## src/rtl/intr_gate_pkg.sv

```systemverilog
`timescale 1ns/1ps
// Shared constants for the sticky interrupt controller: the status bit map,
// the masks derived from it and the register addresses.
// Assumes a 12-bit status vector whose bit positions are fixed by software.
package intr_gate_pkg;
    localparam int STAT_W  = 12;
    localparam int THR_W   = 5;

    // status bit positions
    localparam int B_TXE   = 0;
    localparam int B_TXF   = 1;
    localparam int B_TXT   = 2;
    localparam int B_RXE   = 3;
    localparam int B_RXF   = 4;
    localparam int B_RXT   = 5;
    localparam int B_BDONE = 9;
    localparam int B_PKT   = 10;
    localparam int B_DERR  = 11;

    // bits that exist in the status vector
    localparam logic [STAT_W-1:0] VALID_MASK = STAT_W'((1 << B_TXE) | (1 << B_TXF) | (1 << B_TXT) |
                                                       (1 << B_RXE) | (1 << B_RXF) | (1 << B_RXT) |
                                                       (1 << B_BDONE) | (1 << B_PKT) | (1 << B_DERR));
    // bits that the external event pulses may set
    localparam logic [STAT_W-1:0] EVT_MASK   = STAT_W'((1 << B_TXE) | (1 << B_TXF) | (1 << B_RXE) |
                                                       (1 << B_RXF) | (1 << B_BDONE) | (1 << B_PKT) |
                                                       (1 << B_DERR));
    // bits that the soft-reset pulse sets (both FIFOs empty)
    localparam logic [STAT_W-1:0] SOFT_MASK  = STAT_W'((1 << B_TXE) | (1 << B_RXE));

    // register addresses
    localparam logic [1:0] A_STAT = 2'd0;
    localparam logic [1:0] A_EN   = 2'd1;
    localparam logic [1:0] A_SIG  = 2'd2;
    localparam logic [1:0] A_THR  = 2'd3;

    // threshold field positions and reset value
    localparam int TX_LSB = 8;
    localparam int RX_LSB = 0;
    localparam logic [THR_W-1:0] THR_RST = THR_W'(1);
endpackage

```

## src/rtl/intr_thr_detect.sv

```systemverilog
`timescale 1ns/1ps
// Compares the FIFO fill levels with the programmed thresholds.
// Assumes LVL_W is wider than THR_W; the thresholds are zero-extended.
module intr_thr_detect #(
    parameter int LVL_W = 6,
    parameter int THR_W = 5
) (
    input  logic [LVL_W-1:0] tx_level,
    input  logic [LVL_W-1:0] rx_level,
    input  logic [THR_W-1:0] tx_thr,
    input  logic [THR_W-1:0] rx_thr,
    output logic             tx_hit,
    output logic             rx_hit
);
    localparam int PAD_W = LVL_W - THR_W;

    logic [LVL_W-1:0] tx_thr_ext;
    logic [LVL_W-1:0] rx_thr_ext;

    // TX fires at or below its threshold, RX at or above its threshold
    always_comb begin
        tx_thr_ext = {{PAD_W{1'b0}}, tx_thr};
        rx_thr_ext = {{PAD_W{1'b0}}, rx_thr};
        tx_hit     = (tx_level <= tx_thr_ext);
        rx_hit     = (rx_level >= rx_thr_ext);
    end
endmodule

```

## src/rtl/intr_stat_bank.sv

```systemverilog
`timescale 1ns/1ps
// Sticky status bits: set by event masks, cleared by a write-one-to-clear mask.
// When a bit is set and cleared in the same cycle, the set wins.
// Assumes set_mask has already been reduced to the valid bit positions.
module intr_stat_bank
    import intr_gate_pkg::*;
(
    input  logic              clk,
    input  logic              rst_n,
    input  logic [STAT_W-1:0] set_mask,
    input  logic [STAT_W-1:0] clr_mask,
    output logic [STAT_W-1:0] stat_q
);
    // hold, clear and set the sticky bits
    always_ff @(posedge clk) begin
        if (!rst_n) stat_q <= '0;
        else        stat_q <= ((stat_q & ~clr_mask) | set_mask) & VALID_MASK;
    end

    // a set bit survives unless its clear bit was written
    a_r2_sticky: assert property (@(posedge clk) disable iff (!rst_n)
        (stat_q != '0) |=> (((stat_q | $past(clr_mask)) & $past(stat_q)) == $past(stat_q)));

    // an event sets its bit even when a clear arrives at the same edge
    a_r3_set_wins: assert property (@(posedge clk) disable iff (!rst_n)
        (set_mask != '0) |=> ((stat_q & $past(set_mask)) == $past(set_mask)));

    // positions outside the bit map never read as set
    a_r8_reserved_zero: assert property (@(posedge clk) disable iff (!rst_n)
        (stat_q & ~VALID_MASK) == '0);
endmodule

```

## src/rtl/intr_gate.sv

```systemverilog
`timescale 1ns/1ps
// Two-level gate: for each bit, status AND enable AND signal-enable, then all bits ORed.
// Assumes all three vectors share the same bit map.
module intr_gate
    import intr_gate_pkg::*;
(
    input  logic [STAT_W-1:0] stat,
    input  logic [STAT_W-1:0] en,
    input  logic [STAT_W-1:0] sig,
    output logic              irq
);
    logic [STAT_W-1:0] pass;

    for (genvar i = 0; i < STAT_W; i++) begin : g_bit
        // a bit passes only when both gates are open
        assign pass[i] = stat[i] & en[i] & sig[i];
    end

    // reduce the passing bits onto the line
    assign irq = |pass;
endmodule

```

## src/rtl/intr_sticky_gate.sv

```systemverilog
`timescale 1ns/1ps
// Top of the sticky interrupt controller. It holds the enable, signal-enable and
// threshold registers, builds the event set mask and returns read data combinationally.
// Assumes a single-cycle write strobe. Reads have no side effects.
module intr_sticky_gate
    import intr_gate_pkg::*;
#(
    parameter int DATA_W = 16,
    parameter int LVL_W  = 6
) (
    input  logic              clk,
    input  logic              rst_n,
    input  logic              reg_wr,
    input  logic [1:0]        reg_addr,
    input  logic [DATA_W-1:0] reg_wdata,
    output logic [DATA_W-1:0] reg_rdata,
    input  logic [STAT_W-1:0] ev_in,
    input  logic              soft_rst,
    input  logic [LVL_W-1:0]  tx_level,
    input  logic [LVL_W-1:0]  rx_level,
    output logic              irq
);
    localparam int USED_W = TX_LSB + THR_W;

    logic [STAT_W-1:0] en_q;
    logic [STAT_W-1:0] sig_q;
    logic [THR_W-1:0]  tx_thr_q;
    logic [THR_W-1:0]  rx_thr_q;
    logic [STAT_W-1:0] stat_q;
    logic [STAT_W-1:0] set_mask;
    logic [STAT_W-1:0] clr_mask;
    logic              tx_hit;
    logic              rx_hit;
    logic              wdata_unused;

    assign wdata_unused = ^reg_wdata[DATA_W-1:USED_W];

    // gate and threshold registers
    always_ff @(posedge clk) begin
        if (!rst_n) begin
            en_q     <= '0;
            sig_q    <= '0;
            tx_thr_q <= THR_RST;
            rx_thr_q <= THR_RST;
        end else if (reg_wr) begin
            case (reg_addr)
                A_EN:  en_q  <= reg_wdata[STAT_W-1:0] & VALID_MASK;
                A_SIG: sig_q <= reg_wdata[STAT_W-1:0] & VALID_MASK;
                A_THR: begin
                    tx_thr_q <= reg_wdata[TX_LSB +: THR_W];
                    rx_thr_q <= reg_wdata[RX_LSB +: THR_W];
                end
                default: ;
            endcase
        end
    end

    intr_thr_detect #(.LVL_W(LVL_W), .THR_W(THR_W)) u_thr (
        .tx_level (tx_level),
        .rx_level (rx_level),
        .tx_thr   (tx_thr_q),
        .rx_thr   (rx_thr_q),
        .tx_hit   (tx_hit),
        .rx_hit   (rx_hit)
    );

    // gather the sources that set status and the write-one-to-clear mask
    always_comb begin
        set_mask         = (ev_in & EVT_MASK) | (soft_rst ? SOFT_MASK : '0);
        set_mask[B_TXT]  = tx_hit;
        set_mask[B_RXT]  = rx_hit;
        clr_mask         = (reg_wr && reg_addr == A_STAT) ? reg_wdata[STAT_W-1:0] : '0;
    end

    intr_stat_bank u_stat (
        .clk      (clk),
        .rst_n    (rst_n),
        .set_mask (set_mask),
        .clr_mask (clr_mask),
        .stat_q   (stat_q)
    );

    intr_gate u_gate (
        .stat (stat_q),
        .en   (en_q),
        .sig  (sig_q),
        .irq  (irq)
    );

    // select the register that is read
    always_comb begin
        reg_rdata = '0;
        case (reg_addr)
            A_STAT: reg_rdata[STAT_W-1:0] = stat_q;
            A_EN:   reg_rdata[STAT_W-1:0] = en_q;
            A_SIG:  reg_rdata[STAT_W-1:0] = sig_q;
            default: begin
                reg_rdata[TX_LSB +: THR_W] = tx_thr_q;
                reg_rdata[RX_LSB +: THR_W] = rx_thr_q;
            end
        endcase
    end

    // the line needs at least one open gate of each kind
    a_r5_irq_gated: assert property (@(posedge clk) disable iff (!rst_n)
        irq |-> (en_q != '0 && sig_q != '0));

    // TX threshold condition lands in status at the next edge
    a_r6_tx_thr: assert property (@(posedge clk) disable iff (!rst_n)
        (tx_level <= LVL_W'(tx_thr_q)) |=> stat_q[B_TXT]);

    // RX threshold condition lands in status at the next edge
    a_r7_rx_thr: assert property (@(posedge clk) disable iff (!rst_n)
        (rx_level >= LVL_W'(rx_thr_q)) |=> stat_q[B_RXT]);

    // soft reset marks both FIFOs empty
    a_r9_soft: assert property (@(posedge clk) disable iff (!rst_n)
        soft_rst |=> ((stat_q & SOFT_MASK) == SOFT_MASK));
endmodule

```

## config.mk

```make
export PLATFORM = sky130hd
export DESIGN_NAME = intr_sticky_gate
export DESIGN_NICKNAME = d
export VERILOG_FILES = /design/src/rtl/intr_gate_pkg.sv /design/src/rtl/intr_thr_detect.sv /design/src/rtl/intr_stat_bank.sv /design/src/rtl/intr_gate.sv /design/src/rtl/intr_sticky_gate.sv
export SDC_FILE = /design/constraint.sdc
export NUM_CORES = 1
export LEC_CHECK = 0
export ABC_CLOCK_PERIOD_IN_PS = 4500
export CORE_MARGIN = 2
export CORE_UTILIZATION = 50
export CTS_BUF_LIST = sky130_fd_sc_hd__clkbuf_4 sky130_fd_sc_hd__clkbuf_8
export CTS_CLUSTER_DIAMETER = 120
export DETAILED_ROUTE_END_ITERATION = 12
export DONT_BUFFER_PORTS = 1
export GPL_ROUTABILITY_DRIVEN = 1
export PLACE_DENSITY_LB_ADDON = 0.15
export SLEW_MARGIN = 20
export SYNTH_ARGS = -nofsm -noshare
export SYNTH_HDL_FRONTEND = slang
export SYNTH_HIERARCHICAL = 1
export SYNTH_SLANG_ARGS = --single-unit
```

## constraint.sdc

```tcl
create_clock -name clk -period 4.5 [get_ports clk]
set_clock_uncertainty 0.15 [all_clocks]
set_input_delay 0.45 -clock clk [delete_from_list [all_inputs] [get_ports clk]]
set_output_delay 0.45 -clock clk [all_outputs]
set_load 0.01 [all_outputs]
```

==> key figures <==
STA
  – Final setup fails: 0
  – Slew of the pin with the lowest slew margin: slightly above 0.7 ns
  – Rel. slew slack: 52.8%
  – Max Freq: between 500 and 600 MHz
  – Fin. Hold Viols: 0
  – Final period utilization: a little over two fifths
  – Setup TNS Final: 0 ns
  – RSZ-0062 raised after global routing: no
  – Min Tclk post-route: between 1.5 and 2 ns
  – Final slew viol count: 0

Placed design
  – Placed standard-cell area: 2180 um^2
  – Buffers on Ports: 0
  – Routability cong.: 0.753
  – Hpwl dp: between 3 and 4 mm

Detailed routing
  – Avg WL per Cell: approximately 16 um
  – Antenna viol nets, final: 0
  – Drt drc: 0
  – Number of vias per cell: between 5 and 6
  – 1st-iter DRT viols: 66
  – Vias: between 1500 and 2000
  – First-pass iteration count of the detailed router: 4
  – Post-Route WL: 4.37 mm

Clock tree
  – Clock transition at path regs: 0.07 ns
  – H-tree depth: 2
  – Total CTS buffers: 5
  – CTS Sinks: 37
  – Clk root buf: clkbuf_8
  – Hold_buf cts: 0
  – # resized after CTS: 0
  – Setup bufs post-CTS: 0
  – Maximum clock path buffer count: 2
  – CTS tree: done
  – Clk_lat worst skew: between 0.2 and 0.3 ns

GRT
  – Largest net degree at the start of global routing: 48
  – Total grt overflow: 0
  – First-pass GRT wire length: roughly 7.0 mm
  – Initial antenna violation count: 0
  – Tot GR Track Use: 18.7%
  – Vias in the first global route: roughly 1400

Setup path
  – Critical path class: reg2out
  – Worst endpoint required time: between 3 and 4 ns
  – Critical path endpoint category: primary output
  – Maximum fanout along the worst path: 3
  – Critical R2R Capture: u_stat/stat_q[5]$_SDFF_PN0_
  – R2R cell count: 6
  – Crit path launch: u_stat/stat_q[11]$_SDFF_PN0_
  – Setup crit end: irq
  – CP Data Arrival Time: roughly 1.3 ns
  – Setup slack, reg-to-reg: between 2 and 3 ns
  – FF-to-FF Start: rx_thr_q[3]$_SDFFE_PN0P_
  – CP Launch Type: flip-flop

Hold path
  – Min-Delay Path Class: in2reg

Yosys
  – Synthesized instance count: 228
  – Synth Cell Area: between 2000 and 2500 um^2
  – Synthesis Warnings: 6
  – Post-Syn Area per Cell: 9.72 um^2

Floorplanning
  – Chip Width: roughly 70 um
  – Die ar.: 4980 um^2
  – Num ports: 63
  – Rows: 24
  – Core footprint: ~4300 um^2
  – Initial core utilization: 51.2%
  – Die extent in y: about 71 um

Finish
  – Synth-to-layout area growth: 2.60%
  – NumNets Final: roughly 280
  – Fraction of layout cells with a size suffix above 1: about 12%
  – Final non-filler cell area: 2270 um^2
  – Ant diodes: 0

Power and ir drop
  – Leak Pwr: between 0.0009 and 0.001 uW
  – Max IR drop VDD: just under 200 uV
  – Pwr Density: 299 nW/um^2

Run status
  – Run status: completed

Flow run
  – Max_cap viols: 0
-- layer usage --
layer	GRT usage, %	up-vias	part of all wire (%)
met5	0	-	0
li1	-	763	-
met3	6.27	7	6.3
met4	6.29	0	1.4
met1	24.6	699	46
met2	29.0	43	47
-- state kept, by name, summed over array words and instances, names as in the netlist --
signal and cells:
en_q 9, rx_thr_q 5, sig_q 9, tx_thr_q 5
u_stat/stat_q 9
-- cell usage in the layout, fill, tap and decap left out, types with 2 or more instances in the layout --
master and n:
nand3_1 14, ha_1 10, and2_1 11, and3_1 2, a21oi_1 2, nor2b_4 9, nand4_1 5, o21a_1 9
mux4_2 4, mux4_1 4, conb_1 12, a211oi_2 2, mux2i_1 27, inv_1 13, or2_2 2, nand3b_1 2
clkbuf_8 6, nand2_1 39, dfxtp_1 37, nand2b_1 2, o211ai_1 2
-- critical path: stages (launching register included) --
cell     delay (ns)
dfxtp_1        0.33
nand3_1        0.11
nand4_1        0.09
or3_1          0.45
-- worst min path at each step --
stage                                          end                   from  slack [ns]  depth (start not counted)
after floorplan               en_q[1]$_SDFFE_PN0P_   en_q[1]$_SDFFE_PN0P_        0.29                          2
after global placement       en_q[11]$_SDFFE_PN0P_  en_q[11]$_SDFFE_PN0P_        0.31                          2
after detailed placement      en_q[5]$_SDFFE_PN0P_   en_q[5]$_SDFFE_PN0P_        0.32                          2
after CTS                 tx_thr_q[0]$_SDFFE_PN1P_                  rst_n        0.09                          1
after global routing      tx_thr_q[0]$_SDFFE_PN1P_                  rst_n         0.1                          1
final                     tx_thr_q[0]$_SDFFE_PN1P_                  rst_n        0.10                          1
-- through the flow --
stage                     cells  power (uW)  hold slack, ns  worst slack [ns]  util [%]
after global routing        278         711          0.0956              2.55      52.6
final                       278         681           0.103              2.62      52.6
after global placement      271         443           0.307              2.82      50.5
after detailed placement    271         444           0.315              2.82      50.5
after CTS                   278         686          0.0936              2.60      52.6
after floorplan             238         448           0.293              2.68         -
-- layout make-up --
class | instances | area [um^2]
Clock buffer | 7 | 90.1
Fill cell | 420 | 2050
Multi-Input combinational cell | 169 | 1330
Inverter | 13 | 48.8
Tap cell | 52 | 65.1
Sequential cell | 37 | 741
-- where the power goes --
| group | internal (uW) | leakage [uW] | switching [uW] |
|---|---|---|---|
| logic | 45.1 | 0.000647 | 37.4 |
| clock network | 128 | 0.0000477 | 117 |
| registers | 343 | 0.000303 | 10.8 |
| total | 515 | 0.000998 | 165 |
(Power assumes the default switching activity.)
